[src/rtl/dxc_pkg.sv]
package dxc_pkg;

  typedef enum logic [2:0] {
    CH_BYP  = 3'd0,
    CH_SEL  = 3'd1,
    CH_STAT = 3'd2,
    CH_ITR  = 3'd3,
    CH_DATA = 3'd4
  } chain_e;

  // number of shift stages for each chain
  function automatic int chain_len(chain_e c, int sel_w, int data_w);
    case (c)
      CH_SEL:  return sel_w;
      CH_STAT: return data_w;
      CH_ITR:  return data_w;
      CH_DATA: return data_w + 2;
      default: return 1;
    endcase
  endfunction

  // status word layout: [0] precise, [1] imprecise, [2] out_full, [3] in_full
  function automatic logic [3:0] status_bits(logic prec, logic imprec,
                                             logic ofull, logic ifull);
    return {ifull, ofull, imprec, prec};
  endfunction

endpackage

[src/rtl/dxc_shifter.sv]
module dxc_shifter #(
  parameter int SR_W  = 34,
  localparam int LEN_W = $clog2(SR_W + 1)
) (
  input  logic             clk,
  input  logic             rst_n,
  input  logic             capture,
  input  logic             shift,
  input  logic [SR_W-1:0]  cap_val,
  input  logic [LEN_W-1:0] len,
  input  logic             tdi,
  output logic [SR_W-1:0]  sr,
  output logic             tdo
);

  // right shift; serial input lands at bit n-1, bits at or above n cleared
  function automatic logic [SR_W-1:0] shift_in(logic [SR_W-1:0] v, logic b, int n);
    logic [SR_W-1:0] r;
    r = '0;
    for (int k = 0; k < SR_W; k++) begin
      if (k + 1 < n)       r[k] = v[k+1];
      else if (k + 1 == n) r[k] = b;
    end
    return r;
  endfunction

  always_ff @(posedge clk or negedge rst_n) begin
    if (!rst_n)       sr <= '0;
    else if (capture) sr <= cap_val;
    else if (shift)   sr <= shift_in(sr, tdi, int'(len));
  end

  assign tdo = sr[0];

endmodule

[src/rtl/dxc_sticky.sv]
module dxc_sticky (
  input  logic clk,
  input  logic rst_n,
  input  logic set_prec,
  input  logic set_imprec,
  input  logic clr,
  output logic prec,
  output logic imprec
);

  always_ff @(posedge clk or negedge rst_n) begin
    if (!rst_n) begin
      prec   <= 1'b0;
      imprec <= 1'b0;
    end else begin
      if (set_prec)   prec <= 1'b1;
      else if (clr)   prec <= 1'b0;
      if (set_imprec) imprec <= 1'b1;
      else if (clr)   imprec <= 1'b0;
    end
  end

endmodule

[src/rtl/dxc_mailbox.sv]
module dxc_mailbox #(
  parameter int DATA_W = 32
) (
  input  logic              clk,
  input  logic              rst_n,
  input  logic              core_put,
  input  logic [DATA_W-1:0] core_put_data,
  input  logic              rd_cap,
  output logic              out_full,
  output logic [DATA_W-1:0] out_word,
  input  logic              wr_cap,
  input  logic              wr_upd,
  input  logic [DATA_W-1:0] upd_word,
  input  logic              core_take,
  output logic              in_full,
  output logic [DATA_W-1:0] in_word,
  output logic              wr_accept
);

  logic wr_ready_q;

  // processor to debugger direction
  always_ff @(posedge clk or negedge rst_n) begin
    if (!rst_n) begin
      out_full <= 1'b0;
      out_word <= '0;
    end else if (rd_cap && out_full) begin
      out_full <= 1'b0;
    end else if (core_put && !out_full) begin
      out_full <= 1'b1;
      out_word <= core_put_data;
    end
  end

  // debugger to processor direction: ready remembered from capture
  always_ff @(posedge clk or negedge rst_n) begin
    if (!rst_n)      wr_ready_q <= 1'b0;
    else if (wr_cap) wr_ready_q <= ~in_full;
    else if (wr_upd) wr_ready_q <= 1'b0;
  end

  assign wr_accept = wr_upd && wr_ready_q;

  always_ff @(posedge clk or negedge rst_n) begin
    if (!rst_n) begin
      in_full <= 1'b0;
      in_word <= '0;
    end else if (wr_accept) begin
      in_full <= 1'b1;
      in_word <= upd_word;
    end else if (core_take) begin
      in_full <= 1'b0;
    end
  end

endmodule

[src/rtl/dbg_xfer_chains.sv]
module dbg_xfer_chains
  import dxc_pkg::*;
#(
  parameter int DATA_W      = 32,
  parameter int SEL_W       = 5,
  parameter int NUM_STAT    = 1,
  parameter int NUM_ITR     = 4,
  parameter int NUM_DATA    = 5
) (
  input  logic              clk,
  input  logic              rst_n,
  input  logic              tap_capture,
  input  logic              tap_shift,
  input  logic              tap_update,
  input  logic              tap_idle,
  input  logic              ir_scan_n,
  input  logic              ir_intest,
  input  logic              ir_extest,
  input  logic              tdi,
  output logic              tdo,
  output logic              core_issue,
  output logic [DATA_W-1:0] core_instr,
  input  logic              core_put,
  input  logic [DATA_W-1:0] core_put_data,
  output logic              out_full,
  output logic              in_full,
  output logic [DATA_W-1:0] in_data,
  input  logic              core_take,
  input  logic              abort_precise,
  input  logic              abort_imprecise
);

  localparam int SR_W      = DATA_W + 2;
  localparam int READY_BIT = DATA_W;
  localparam int PREC_BIT  = DATA_W + 1;
  localparam int LEN_W     = $clog2(SR_W + 1);

  chain_e            chain;
  logic [SEL_W-1:0]  sel_q;
  logic [DATA_W-1:0] itr_q;
  logic              issue_q;
  logic [SR_W-1:0]   sr;
  logic [SR_W-1:0]   cap_val;
  logic [LEN_W-1:0]  len;
  logic              prec, imprec;
  logic [DATA_W-1:0] out_word;

  // named internal events
  logic sel_upd_fire, stat_clr_fire, itr_upd_fire;
  logic rd_cap_fire, wr_cap_fire, wr_upd_fire, wr_accept;

  always_comb begin
    chain = CH_BYP;
    if (ir_scan_n) chain = CH_SEL;
    else if (ir_intest || ir_extest) begin
      if (sel_q == SEL_W'(NUM_STAT))      chain = CH_STAT;
      else if (sel_q == SEL_W'(NUM_ITR))  chain = CH_ITR;
      else if (sel_q == SEL_W'(NUM_DATA)) chain = CH_DATA;
    end
  end

  assign sel_upd_fire  = tap_update  && (chain == CH_SEL);
  assign stat_clr_fire = tap_capture && (chain == CH_STAT) && ir_intest;
  assign itr_upd_fire  = tap_update  && (chain == CH_ITR)  && ir_extest;
  assign rd_cap_fire   = tap_capture && (chain == CH_DATA) && ir_intest;
  assign wr_cap_fire   = tap_capture && (chain == CH_DATA) && !ir_intest;
  assign wr_upd_fire   = tap_update  && (chain == CH_DATA) && !ir_intest;

  // captured value of the active chain
  always_comb begin
    cap_val = '0;
    case (chain)
      CH_SEL:  cap_val = SR_W'(sel_q);
      CH_STAT: cap_val = SR_W'(status_bits(prec, imprec, out_full, in_full));
      CH_ITR:  cap_val = SR_W'(itr_q);
      CH_DATA: begin
        cap_val[PREC_BIT]  = prec;
        cap_val[READY_BIT] = ir_intest ? out_full : ~in_full;
        cap_val[DATA_W-1:0] = ir_intest ? out_word : '0;
      end
      default: cap_val = '0;
    endcase
  end

  assign len = LEN_W'(chain_len(chain, SEL_W, DATA_W));

  dxc_shifter #(.SR_W(SR_W)) u_shift (
    .clk     (clk),
    .rst_n   (rst_n),
    .capture (tap_capture),
    .shift   (tap_shift),
    .cap_val (cap_val),
    .len     (len),
    .tdi     (tdi),
    .sr      (sr),
    .tdo     (tdo)
  );

  dxc_sticky u_sticky (
    .clk        (clk),
    .rst_n      (rst_n),
    .set_prec   (abort_precise),
    .set_imprec (abort_imprecise),
    .clr        (stat_clr_fire),
    .prec       (prec),
    .imprec     (imprec)
  );

  dxc_mailbox #(.DATA_W(DATA_W)) u_mbox (
    .clk           (clk),
    .rst_n         (rst_n),
    .core_put      (core_put),
    .core_put_data (core_put_data),
    .rd_cap        (rd_cap_fire),
    .out_full      (out_full),
    .out_word      (out_word),
    .wr_cap        (wr_cap_fire),
    .wr_upd        (wr_upd_fire),
    .upd_word      (sr[DATA_W-1:0]),
    .core_take     (core_take),
    .in_full       (in_full),
    .in_word       (in_data),
    .wr_accept     (wr_accept)
  );

  always_ff @(posedge clk or negedge rst_n) begin
    if (!rst_n) begin
      sel_q   <= '0;
      itr_q   <= '0;
      issue_q <= 1'b0;
    end else begin
      if (sel_upd_fire) sel_q <= sr[SEL_W-1:0];
      if (itr_upd_fire) itr_q <= sr[DATA_W-1:0];
      issue_q <= tap_idle && !prec;
    end
  end

  assign core_issue = issue_q;
  assign core_instr = itr_q;

endmodule

[config.mk]
export PLATFORM = sky130hd
export DESIGN_NAME = dbg_xfer_chains
export DESIGN_NICKNAME = d
export VERILOG_FILES = /design/src/rtl/dxc_pkg.sv /design/src/rtl/dxc_shifter.sv /design/src/rtl/dxc_sticky.sv /design/src/rtl/dxc_mailbox.sv /design/src/rtl/dbg_xfer_chains.sv
export SDC_FILE = /design/constraint.sdc
export NUM_CORES = 1
export LEC_CHECK = 0
export BUFFER_PORTS_ARGS = -buffer_cell sky130_fd_sc_hd__buf_2
export CAP_MARGIN = 0
export CORE_MARGIN = 1
export CORE_UTILIZATION = 56
export DETAILED_ROUTE_END_ITERATION = 10
export GPL_ROUTABILITY_DRIVEN = 0
export PLACE_DENSITY = 0.79
export REMOVE_ABC_BUFFERS = 1
export SLEW_MARGIN = 20
export SYNTH_ARGS = -nofsm -noshare
export SYNTH_HDL_FRONTEND = slang
export SYNTH_SLANG_ARGS = --single-unit
[constraint.sdc]
create_clock -name clk -period 2.1 [get_ports clk]
set_input_delay 0 -clock clk [delete_from_list [all_inputs] [get_ports clk]]
set_output_delay 0 -clock clk [all_outputs]
set_load 0.05 [all_outputs]
== Word-level counts from Yosys, hierarchy flattened ==
Cells that the tools add are included.

* Word-level logic and storage cells: 202
* Bits of input ports: 46
* Register bits: 141
* Output and inout bits: 68

* Bitwise operators: 2
* Equality and inequality tests: 41
* Reductions and logical operators: 26
* Magnitude comparators: 34
* Muxes and demuxes: 88

{| class="wikitable"
|+ Operators with widths
! cell !! count
|-
| $pmux W34 S4 || 1
|-
| $eq A6 B6 Y1 const A || 19
|-
| $lt A5 B6 Y1 const A || 16
|-
| $mux W1 || 78
|-
| $mux W34 || 2
|-
| $eq A5 B6 Y1 const A || 8
|-
| $lt A4 B6 Y1 const A || 8
|-
| $mux W32 || 1
|-
| $eq A4 B6 Y1 const A || 4
|-
| $lt A3 B6 Y1 const A || 4
|-
| $lt A6 B6 Y1 const A || 3
|-
| $pmux W6 S3 || 1
|-
| $mux W3 || 5
|-
| $logic_and A1 B1 Y1 || 14
|-
| $eq A3 B6 Y1 const A || 2
|-
| $lt A2 B6 Y1 const A || 2
|-
| $reduce_bool A2 Y1 || 6
|-
| $eq A5 B3 Y1 const B || 2
|-
| $eq A2 B6 Y1 const A || 1
|-
| $eq A3 B2 Y1 const B || 2
|-
| $lt A1 B6 Y1 const A || 1
|-
| $eq A5 B1 Y1 const B || 1
|-
| $eq A3 B1 Y1 const B || 1
|-
| $eq A3 B3 Y1 const B || 1
|-
| 5 further kinds || 8
|}

== Longest topological paths before layout ==
Gate-level depths: netlist of run 1.

* Depth after elaboration: 14
* Gate-level depth with buffers: 8
* Gate-level depth less buffers: 5

== Hierarchy ==
A second synthesis of run 1 with hierarchy kept.

* Cells, all modules: 608
* Area total of the unflattened synthesis: 7171.9 µm²

{| class="wikitable"
|+ Modules (own cells, without submodules)
! module !! times used !! cells an instance !! area an instance (µm²) !! sequential area each (µm²)
|-
| dxc_mailbox || 1 || 147 || 2663.8 || 1676.6
|-
| dxc_shifter || 1 || 290 || 2417.3 || 850.8
|-
| dbg_xfer_chains || 1 || 166 || 2021.9 || 950.9
|-
| dxc_sticky || 1 || 5 || 68.8 || 50.0
|}

== Worst setup path after synthesis of run 1 ==
Ideal clock, no wire load.

* Path type: register to register
* Start point: register sel_q[1]
* End point: register u_mbox.in_word[0]
* Buffers on the path: 1
* Arrival: 1.776 ns
* Cell stages (with the launch flop): 6
* Clock period less this slack: 1.900 ns
* Library setup time: 0.125 ns
* Setup slack: 0.200 ns
* Data required time: 1.975 ns
* Cells stage by stage: dfrtp_1 > nor3_2 > nand4b_1 > nor2_1 > buf_4 > mux2_2

* Longest elaborated chain between the ends: 10
* Elaborated cells on any way between the ends: 12
* Classes of those cells: eq/ne (4); mux (5); reduce/logical (3)

{| class="wikitable"
|+ RTL lines
! item !! RTL line !! text
|-
| start: declaration || dbg_xfer_chains.sv:39 || <nowiki>logic [SEL_W-1:0] sel_q;</nowiki>
|-
| start signal: assignment || dbg_xfer_chains.sv:132 || <nowiki>if (sel_upd_fire) sel_q <= sr[SEL_W-1:0];</nowiki>
|-
| $eq A5 B3 Y1 || dbg_xfer_chains.sv:58 || <nowiki>else if (sel_q == SEL_W'(NUM_DATA)) chain = CH_DATA;</nowiki>
|-
| $mux W3 || dbg_xfer_chains.sv:58 ||
|-
| $mux W3 || dbg_xfer_chains.sv:57 || <nowiki>else if (sel_q == SEL_W'(NUM_ITR)) chain = CH_ITR;</nowiki>
|-
| $mux W3 * || dbg_xfer_chains.sv:56 || <nowiki>if (sel_q == SEL_W'(NUM_STAT)) chain = CH_STAT;</nowiki>
|-
| $mux W3 * || dbg_xfer_chains.sv:55 || <nowiki>else if (ir_intest || ir_extest) begin</nowiki>
|-
| $mux W3 * || dbg_xfer_chains.sv:54 || <nowiki>if (ir_scan_n) chain = CH_SEL;</nowiki>
|-
| $eq A3 B3 Y1 * || dbg_xfer_chains.sv:67 || <nowiki>assign wr_upd_fire = tap_update && (chain == CH_DATA) && !ir_intest;</nowiki>
|-
| $logic_and A1 B1 Y1 * (2 in series) || dbg_xfer_chains.sv:67 ||
|-
| $logic_and A1 B1 Y1 * || dxc_mailbox.sv:42 || <nowiki>assign wr_accept = wr_upd && wr_ready_q;</nowiki>
|-
| end signal: assignment || dxc_mailbox.sv:50 || <nowiki>in_word <= upd_word;</nowiki>
|-
| end: declaration || dxc_mailbox.sv:16 || <nowiki>output logic [DATA_W-1:0] in_word,</nowiki>
|}

Mark *: on every way between the ends. The rest lies on a longest branch, timed or not.
A chain may end at the register's enable or synchronous reset.

== Final worst setup path of run 1 ==
* Start point: register sel_q[1]
* End point: register u_shift.sr[7]

* Longest elaborated chain between the ends: 14
* Elaborated cells on any way between the ends: 21
* Classes of those cells: order compare (1); eq/ne (8); mux (11); reduce/logical (1)

{| class="wikitable"
|+ RTL lines
! item !! RTL line !! text
|-
| $eq A5 B3 Y1 || dbg_xfer_chains.sv:58 ||
|-
| $mux W3 || dbg_xfer_chains.sv:58 ||
|-
| $mux W3 || dbg_xfer_chains.sv:57 ||
|-
| $mux W3 * || dbg_xfer_chains.sv:56 ||
|-
| $mux W3 * || dbg_xfer_chains.sv:55 ||
|-
| $mux W3 * || dbg_xfer_chains.sv:54 ||
|-
| branches (longest 7 deep; another with $lt A4 B6 Y1) || - ||
|-
| $mux W34 * || dxc_shifter.sv:29 || <nowiki>else if (capture) sr <= cap_val;</nowiki>
|-
| end signal: assignment || dxc_shifter.sv:29 ||
|-
| end signal: assignment || dxc_shifter.sv:30 || <nowiki>else if (shift) sr <= shift_in(sr, tdi, int'(len));</nowiki>
|-
| end: declaration || dxc_shifter.sv:12 || <nowiki>output logic [SR_W-1:0] sr,</nowiki>
|}

Mark *: on every way between the ends. The select of a mux whose other input is x is not followed.

==> results of run 1 <==
-- repair_timing --
item | in CTS | in global routing
hold endpoints to repair | 190 | 0
endpoints found under the setup margin | 0 | 5
hold buffers | 45 | 0
resized for setup | 0 | 1
-- sequential cells by signal, indices dropped and copies added, names as in the netlist --
register,count
u_shift.sr,34
core_instr,32
u_mbox.in_word,32
u_mbox.out_word,32
sel_q,5
core_issue,1
u_mbox.in_full,1
u_mbox.out_full,1
u_mbox.wr_ready_q,1
u_sticky.imprec,1
u_sticky.prec,1
-- power by group --
part / switching (mW) / leakage (nW) / internal (mW)
logic: 0.938 / 1.78 / 0.544
clock network: 1.07 / 0.274 / 1.62
registers: 0.322 / 1.86 / 3.06
total: 2.33 / 3.91 / 5.23
-- how the worst max path moves through the flow --
stage	from	endpoint	slack [ns]	cells after the start
2_1_floorplan	sel_q[1]	u_shift.sr[10]	-0.85	4
3_3_place_gp	sel_q[1]	u_shift.sr[10]	0.19	5
3_5_place_dp	sel_q[1]	u_shift.sr[5]	0.14	5
4_1_cts	sel_q[1]	u_shift.sr[7]	0.11	5
5_1_grt	sel_q[1]	u_shift.sr[7]	0.03	5
6_report	sel_q[1]	u_shift.sr[7]	0.08	5
-- Yosys cell counts (2+ instances only) --
library cell and instances:
dfrtp_1 141, mux2_2 100, nand2_1 41, nor2_1 41, a21oi_2 20, a221oi_2 20
a21oi_1 18, clkbuf_1 12, buf_2 11, o21ai_0 8, a221oi_1 6, buf_4 6
nand3_1 6, a31oi_1 5, nand4_1 4, and2_1 3, inv_1 3, o22ai_1 3
or2_2 3, a211o_1 2, a21o_1 2, buf_6 2, nand2b_1 2, nand3b_1 2
nand4b_1 2, nor2b_1 2, nor3_2 2, nor4b_1 2, or4b_1 2
-- logic make-up after synthesis --
group / Yosys count / synth area share (%)
buffers and inverters: 35 / 2.998
and+or+nand+nor: 117 / 9.278
xor gates and xnor gates: 1 / 0.1409
AOI/OAI and AO/OA: 90 / 12.72
muxes: 100 / 18.11
DFF: 141 / 56.75
-- per-stage QoR --
| step | TNS [ns] | utilization (%) |
|---|---|---|
| 5_1_grt | 0 | 73.94 |
| 3_3_place_gp | 0 | 64.81 |
| 4_1_cts | 0 | 73.93 |
| 2_1_floorplan | -81.36 | - |
| 3_5_place_dp | 0 | 64.81 |
| 6_report | 0 | 73.94 |
-- cell usage in the layout, fill, tap and decap left out, types with 3 or more instances in the layout --
cell type	Yosys	layout
buf_4	6	17
a21oi_2	20	20
or2_2	3	3
a21oi_1	18	18
buf_12	0	4
inv_1	3	3
clkbuf_16	0	16
nand3_1	6	6
nor2_1	41	39
dfrtp_1	141	140
nand4_1	4	4
a221oi_1	6	6
clkinv_2	0	5
dlygate4sd3_1	0	45
o22ai_1	3	3
buf_2	11	112
clkbuf_8	0	7
a31oi_1	5	5
and2_1	3	3
mux2_2	100	100
a221oi_2	20	20
o21ai_0	8	8
nand2_1	41	41
-- worst max-delay path, delay by kind of cell (launching register included) --
family / cells / cell delay (ns)
simple gates: 2 / 0.85
flops: 1 / 0.44
buf+inv: 1 / 0.33
compound gates: 2 / 0.31
-- layout make-up --
| class | count | share of cell area (%) |
|---|---|---|
| flip-flops and latches | 141 | 44.04 |
| multi-input cells | 308 | 31.58 |
| repair buffers | 179 | 15.34 |
| clock buffers | 25 | 6.291 |
| well taps | 140 | 2.185 |
| clock inverters | 6 | 0.4215 |
| inverters | 3 | 0.1405 |
-- layer usage --
layer / vias up / track usage [%] / wire (um)
met5: - / 0 / 0
met4: 0 / 10.37 / 296
met3: 27 / 7.143 / 911
met2: 184 / 48.48 / 7659
met1: 2346 / 35.98 / 6430
li1: 2092 / - / -
==> impl_results.md, run 1 <==
- Dominant cell type by area after synthesis: dfrtp_1
- Die Span Y: 107.4 um
- Post-synth top flop: dfrtp_1
- Seq/Total Area, Yosys: 56.75%
- Pins Over Slew Limit: 0
- Crit-path cells: or4b_4 -> nor4_4 -> buf_4 -> a221oi_1 -> a21oi_1
- Post-Layout Inst Area: 8015 sq um
- Detailed-route vias per instance: 5.797
- Ports: 114
- Worst skew pair latency: 0.53 ns
- Worst Max-Slew Pin Slew: 0.8330 ns
- Area of the multi-input gates: 2531 sq um
- CP Launch Type: register
- Peak VDD IR: 0.7073 mV
- Clk buf depth: 2
- Post-layout total power: 7.558 mW
- Synth Cell Area: 6217 sq um
- Core Box Area: 10840 sq um
- WHS: 0.004379 ns
- FFs w/ async S/R, synth: 100.0%
- FP Rows: 38
- Critical path fanouts, max: 18
- Via Count: 4649
- Final Worst Setup Slack: 0.07983 ns
- Warnings, synthesis: 0
- Initial Util: 57.35%
- Non-Filler Instances: 802
- Worst EP arrival: 2.46 ns
- Setup bufs post-CTS: 0
- Clock root cell: clkbuf_8
- Vias in the first global route: 4786
- F_max: 495.0 MHz
- Reg-to-reg slack, setup: 0.08 ns
- Dpl hpwl: 9713 um
- Syn-to-layout area delta: 28.92%
- Critical path endpoint category: register
- Static leakage power: 3.915 nW
- Largest stage delay on the critical path: 0.60 ns
- Critical path type: reg -> reg
- PD cells: 943.0 nW/um^2
- Final #Nets: 696
- Yosys top cell area share: 56.75%
- Dpl cell area: 7025 sq um
- Rel. slew slack: 43.68%
- Status: completed
- Grt total ovfl: 0
- #FFs+latches synth: 141
- Fillcell total: 714
- Reg-to-reg critical path endpoint: u_shift.sr[7]
- Register area: 3530 sq um
- Initial DRC Count: 289
- RR Startpoint: sel_q[1]
- Gr usage total: 28.75%
- Die area: 11530 sq um
- Initial antenna violation count: 0
- Wirelength, routed: 15300 um
- WP data required: 2.54 ns
- Synthesized area per cell: 12.85 sq um
- CTS sink cnt: 141
- Placed Cells: 726
- Post-Place Worst Slack: 0.1378 ns
- Skew final: 0.006963 ns
- First-pass GRT wire length: 24790 um
- Critical path's slowest cell: or4b_4
- ANT nets after route: 0
- Top post-synthesis cells by area: dfrtp_1 (57%), mux2_2 (18%), a221oi_2 (4.8%), a21oi_2 (2.8%), nand2_1 (2.5%)
- Path depth of the worst reg2reg path: 5
- Tmin final: 2.020 ns
- DR pass1 iterations: 6
- Mapped Cells: 484
- Input/output buffers: 113
- Largest net degree at the start of global routing: 59
- N_diodes: 0
- Number of synthesized flops with an enable pin: 0
- Drt wl/cell: 19.07 um
- Distinct cells, synth: 42
- Final period util: 96.20%
- Final Hold Viols: 0
- RSZ-0062 raised after global routing: no
- Worst hold path type: in -> async
- H-tree depth: 4
- Clock transition at path regs: 0.06 ns
- CTS Buf Count: 17
- Layout cells sized above 1: 47.58%
- DRC violations left: 0
- # setup viols final: 0
- Die W: 107.4 um
- CTS tree: done
- Max Cap Viol: 0
Note: power is estimated with default switching activity, not from simulation.
==> inputs of run 2 (changes only) <==
--- a/config.mk
+++ b/config.mk
@@ -8,10 +8,10 @@
 export BUFFER_PORTS_ARGS = -buffer_cell sky130_fd_sc_hd__buf_2
 export CAP_MARGIN = 0
 export CORE_MARGIN = 1
-export CORE_UTILIZATION = 56
+export CORE_UTILIZATION = 50
 export DETAILED_ROUTE_END_ITERATION = 10
 export GPL_ROUTABILITY_DRIVEN = 0
-export PLACE_DENSITY = 0.79
+export PLACE_DENSITY = 0.75
 export REMOVE_ABC_BUFFERS = 1
 export SLEW_MARGIN = 20
 export SYNTH_ARGS = -nofsm -noshare
==> constraint.sdc (replaced) <==
create_clock -name clk -period 1.7 [get_ports clk]
set_input_delay 0 -clock clk [delete_from_list [all_inputs] [get_ports clk]]
set_output_delay 0 -clock clk [all_outputs]
set_load 0.05 [all_outputs]
==> run 2 against run 1 <==
Net effect: the flow now finishes with violations (setup timing); sequential power is 24% higher; global-route usage shrank 1.8 points; clock skew is 0.0026 ns higher; cell count up 7.5%; first-iteration DRC count fell by 4.5%; combinational power grew 35%; die area increased by 12%; wire length up 9.1%; core utilization decreased by 1.3 points; register-to-register slack worse by 0.23 ns; setup slack lost 0.23 ns; largest cell class unchanged.
==> impl_results.md, run 2 (synthesis gave the netlist of run 1 again) <==
- Status: finished with violations
- Failing checks: setup timing
- Die W: 113.5 um
- Critical path type: reg -> reg
- Initial Util: 51.55%
- Drt wl/cell: 19.37 um
- Tmin final: 1.851 ns
- Core Box Area: 12060 sq um
- DR pass1 iterations: 4
- Grt total ovfl: 0
- Critical path fanouts, max: 6
- Final Worst Setup Slack: -0.1510 ns
- Input/output buffers: 113
- WP data required: 2.06 ns
- Gr usage total: 26.99%
- Worst hold path type: in -> async
- Clock transition at path regs: 0.06 ns
- WHS: 0.09464 ns
- F_max: 540.2 MHz
- DRC violations left: 0
- Worst EP arrival: 2.21 ns
- Peak VDD IR: 0.7842 mV
- Wirelength, routed: 16700 um
- Via Count: 4789
- Final Hold Viols: 0
- N_diodes: 0
- ANT nets after route: 0
- Post-layout total power: 10.20 mW
- Critical path endpoint category: register
- Layout cells sized above 1: 52.16%
- Dpl hpwl: 10130 um
- Post-Place Worst Slack: -0.2399 ns
- First-pass GRT wire length: 26180 um
- Rel. slew slack: 67.28%
- PD cells: 1164 nW/um^2
- Worst skew pair latency: 0.43 ns
- Largest net degree at the start of global routing: 56
- Detailed-route vias per instance: 5.556
- Skew final: 0.009523 ns
- # setup viols final: 92
- Max reg flops: 34
- CP Launch Type: register
- Crit-path cells: or4b_4 -> nor4_4 -> buf_4 -> buf_8 -> nand2_4 -> a21oi_2 -> a211o_1
- RSZ-0062 raised after global routing: yes
- Static leakage power: 4.236 nW
- CTS tree: done
- Die Span Y: 113.5 um
- Largest stage delay on the critical path: 0.57 ns
- Die area: 12880 sq um
- CTS sink cnt: 141
- FP Rows: 40
- Final period util: 108.9%
- Clk buf depth: 2
- Pins Over Slew Limit: 0
- Vias in the first global route: 4997
- Initial DRC Count: 276
- Biggest register: u_shift.sr
- Most frequent cells in the layout: dfrtp_1 (141), buf_2 (112), mux2_2 (70)
- Final #Nets: 727
- Syn-to-layout area delta: 40.99%
- Dpl cell area: 7218 sq um
- Clock root cell: clkbuf_16
- Initial antenna violation count: 0
- Util after Layout: 72.68%
- Max Cap Viol: 0
- Commonest non-fill, non-tap cell in the layout: dfrtp_1
- Worst Max-Slew Pin Slew: 0.4908 ns
- Ports: 114
- CTS Buf Count: 17
- Critical path's slowest cell: or4b_4
- Reg-to-reg slack, setup: -0.15 ns
- H-tree depth: 4
- Post-Layout Inst Area: 8766 sq um
run 2: through the flow:
| step | TNS (ns) | cells |
|---|---|---|
| 5_1_grt | -10.89 | 862 |
| 2_1_floorplan | -132.33 | 452 |
| 4_1_cts | -4.232 | 856 |
| 6_report | -5.837 | 862 |
| 3_3_place_gp | -4.399 | 770 |
| 3_5_place_dp | -7.257 | 770 |
run 2: final cells by class:
| type | count | area (sq um) |
|---|---|---|
| Sequential cell | 141 | 3528 |
| Fill cell | 770 | 3296 |
| Multi-Input combinational cell | 308 | 2721 |
| Timing Repair Buffer | 210 | 1665 |
| Clock buffer | 19 | 432.9 |
| Tap cell | 168 | 210.2 |
| Clock inverter | 13 | 196.4 |
| Inverter | 3 | 11.26 |
run 2: report_power, final:
part | leakage, nW | internal [mW] | total (mW) | switching [mW]
Sequential | 1.86 | 3.78 | 4.20 | 0.415
Clock | 0.310 | 2.59 | 4.00 | 1.42
Combinational | 2.07 | 0.786 | 2.00 | 1.22
Total | 4.24 | 7.15 | 10.2 | 3.05
run 2: path summary, 6_finish.rpt:
kind | start | end | cells past startpoint
max | sel_q[3] | u_shift.sr[31] | 7
min | rst_n | u_shift.sr[18] | 2
max reg2reg | sel_q[3] | u_shift.sr[31] | 7
min reg2reg | u_sticky.imprec | u_sticky.imprec | 1
max in group asynchronous | rst_n | core_instr[29] | 3
min in group clk | tap_capture | u_shift.sr[2] | 3
run 2: per-layer routing:
layer / up-vias / global-route usage [%] / share of wire, %
met1: 2438 / 35.67 / 43
met2: 173 / 44.02 / 50
met3: 24 / 6.482 / 5.1
met5: - / 0 / 0
met4: 0 / 8.860 / 1.6
li1: 2154 / - / -
run 2: worst max-delay path: cells and delay by family (launching register included):
family | cells | cell delay, ns
AND/OR/NAND/NOR | 3 | 0.80
flip-flops | 1 | 0.42
buffers and inverters | 2 | 0.34
AO/OA/AOI/OAI | 2 | 0.23
run 2: what timing repair did:
item | 4_1_cts | 5_1_grt
hold endpoints to repair | 182 | 0
cloned | 4 | 5
endpoints found under the setup margin | 75 | 91
pin swaps | 18 | 15
hold buffers | 43 | 0
buffers inserted | 8 | 2
resized for setup | 51 | 23
==> inputs of run 3 (changes only) <==
--- a/config.mk
+++ b/config.mk
@@ -8,12 +8,12 @@
 export BUFFER_PORTS_ARGS = -buffer_cell sky130_fd_sc_hd__buf_2
 export CAP_MARGIN = 0
 export CORE_MARGIN = 1
-export CORE_UTILIZATION = 50
+export CORE_UTILIZATION = 56
 export DETAILED_ROUTE_END_ITERATION = 10
 export GPL_ROUTABILITY_DRIVEN = 0
-export PLACE_DENSITY = 0.75
+export PLACE_DENSITY = 0.79
 export REMOVE_ABC_BUFFERS = 1
-export SLEW_MARGIN = 20
+export SLEW_MARGIN = 0
 export SYNTH_ARGS = -nofsm -noshare
 export SYNTH_HDL_FRONTEND = slang
 export SYNTH_SLANG_ARGS = --single-unit
==> constraint.sdc (replaced) <==
create_clock -name clk -period 1.89 [get_ports clk]
set_input_delay 0 -clock clk [delete_from_list [all_inputs] [get_ports clk]]
set_output_delay 0 -clock clk [all_outputs]
set_load 0.05 [all_outputs]
==> run 3 against run 2 <==
Net effect: the flow now finishes without violations; sequential cell count stayed put; global-route usage rose by 1.4 points; setup slack better by 0.15 ns; critical path type unchanged; largest cell class unchanged; largest power group unchanged.
==> impl_results.md, run 3 (synthesis gave the netlist of run 1 again) <==
- Max Cap Viol: 0
- Die area: 11530 sq um
- CTS sink cnt: 141
- Placed Cells: 735
- Rel. slew slack: 57.07%
- F_max: 530.2 MHz
- Hold Path Stages: 4
- Worst skew pair latency: 0.53 ns
- Worst Max-Slew Pin Slew: 0.6439 ns
- Via Count: 4725
- PD cells: 1050 nW/um^2
- Post-Place Worst Slack: -0.04646 ns
- Core Box Area: 10840 sq um
- FP Rows: 38
- Most frequent cells in the layout: dfrtp_1 (138), buf_2 (112), mux2_2 (100)
- Fillcell total: 657
- Util after Layout: 77.16%
- Initial Util: 57.35%
- Path depth of the worst reg2reg path: 6
- Initial DRC Count: 268
- Dpl hpwl: 9923 um
- Wirelength, routed: 15740 um
- Input/output buffers: 113
- CP Launch Type: register
- Critical path's slowest cell: or4b_4
- Layout cells sized above 1: 49.85%
- Min-delay src: ir_extest
- Static leakage power: 4.065 nW
- Critical path fanouts, max: 7
- N_diodes: 0
- Detailed-route vias per instance: 5.748
- Clock transition at path regs: 0.06 ns
- Crit-path cells: or4b_4 -> nor3_4 -> buf_6 -> buf_6 -> a221oi_2 -> a21oi_2
- Ports: 114
- TNS Setup: 0 ns
- Commonest non-fill, non-tap cell in the layout: dfrtp_1
- Initial antenna violation count: 0
- WP data required: 2.34 ns
- Pins Over Slew Limit: 0
- First-pass GRT wire length: 24730 um
- Clock root cell: clkbuf_8
- Non-Filler Instances: 822
- Worst EP arrival: 2.34 ns
- Vias in the first global route: 4816
- Worst hold path type: in -> reg
- Skew final: 0.008178 ns
- Largest net degree at the start of global routing: 52
- CP startpoint: sel_q[3]
- ANT nets after route: 0
- Syn-to-layout area delta: 34.53%
- Pint: 6.129 mW
- Part of the power in registers: 43.1%
- Crit path buf inv count: 2
- Switching Power: 2.653 mW
- Critical path endpoint category: register
- Die Span Y: 107.4 um
- H-tree depth: 4
- Clk buf depth: 2
- Crit path max-delay family: simple AND/OR/NAND/NOR gates
- CTS Buf Count: 17
- Comb power frac: 19.5%
- # setup viols final: 0
- Status: completed
- Tmin final: 1.886 ns
- Critical path type: reg -> reg
- Switching share of power: 30.21%
- Peak VDD IR: 0.8319 mV
- Dpl cell area: 7131 sq um
- CTS tree: done
- Gr usage total: 28.43%
- Final Hold Viols: 0
- Clock Power Share: 37.5%
- Max reg flops: 34
- Final Worst Setup Slack: 0.003973 ns
- Final period util: 99.79%
- Drt wl/cell: 19.14 um
- WHS: 0.05187 ns
- Biggest register: u_shift.sr
- DR pass1 iterations: 5
- Post-Layout Inst Area: 8364 sq um
- Reg-to-reg slack, setup: 0.004 ns
- RR Startpoint: sel_q[3]
- RSZ-0062 raised after global routing: yes
- Post-layout total power: 8.782 mW
- Die W: 107.4 um
- Largest stage delay on the critical path: 0.58 ns
- DRC violations left: 0
- Grt total ovfl: 0
- Crit. path cell count: 6
- Worst path most repeated cell: buf_6
- Final #Nets: 715
==> run 3: cell types whose count changed in the layout (fill, tap and decap cells not counted), moves of 3 or more <==
| cell | change |
|---|---|
| buf_8 | -3 |
| clkbuf_8 | +3 |
| clkinv_2 | -3 |
| mux2_4 | -30 |
| mux2_2 | +30 |
| dfrtp_2 | +3 |
| nand2_1 | +3 |
| clkbuf_16 | -3 |
| buf_6 | -9 |
| dfrtp_1 | -3 |
==> run 3: metal layers <==
| layer | up-vias | track usage [%] | part of all wire [%] |
|---|---|---|---|
| met5 | - | 0 | 0 |
| li1 | 2138 | - | - |
| met2 | 183 | 48.53 | 51 |
| met3 | 22 | 6.598 | 5.3 |
| met1 | 2382 | 36.05 | 42 |
| met4 | 0 | 8.611 | 1.4 |
==> run 3: worst reg2reg max path, stage by stage, from the launching register on <==
cell and delay (ns):
dfrtp_2 0.42, or4b_4 0.58, nor3_4 0.27, buf_6 0.16
buf_6 0.16, a221oi_2 0.09, a21oi_2 0.13
==> run 3: final timing paths <==
kind / endpoint
min in group asynchronous: u_mbox.out_word[18]
worst min-delay path: core_instr[0]
worst min register to register: u_sticky.imprec
worst max register to register: u_shift.sr[29]
worst max-delay path: u_shift.sr[29]
max in group asynchronous: u_mbox.out_word[26]
==> run 3: area by class of cell <==
| class | count | area, sq um | area share, % |
|---|---|---|---|
| tap | 140 | 175.2 | 2.094 |
| sequential | 141 | 3532 | 42.23 |
| inverter | 3 | 11.26 | 0.1346 |
| multi-input combinational | 308 | 2594 | 31.01 |
| clock buffer | 22 | 452.9 | 5.415 |
| clock inverter | 10 | 137.6 | 1.645 |
| timing repair buffer | 198 | 1461 | 17.47 |
==> run 3: power groups by stage <==
stage	sequential (mW)	combinational (mW)	clock, mW
after CTS	3.76	1.68	3.34
after floorplan	4.26	0.549	0
after detailed placement	3.81	1.59	0
after global placement	3.79	1.55	0
after global routing	3.82	1.81	3.47
final	3.78	1.71	3.29
==> run 3: repair_timing <==
item,CTS,global route
pin swaps,2,23
setup endpoints to repair,9,39
hold buffers,46,0
hold endpoints to repair,187,0
resized for setup,1,14
buffers inserted,3,3
cloned,0,3
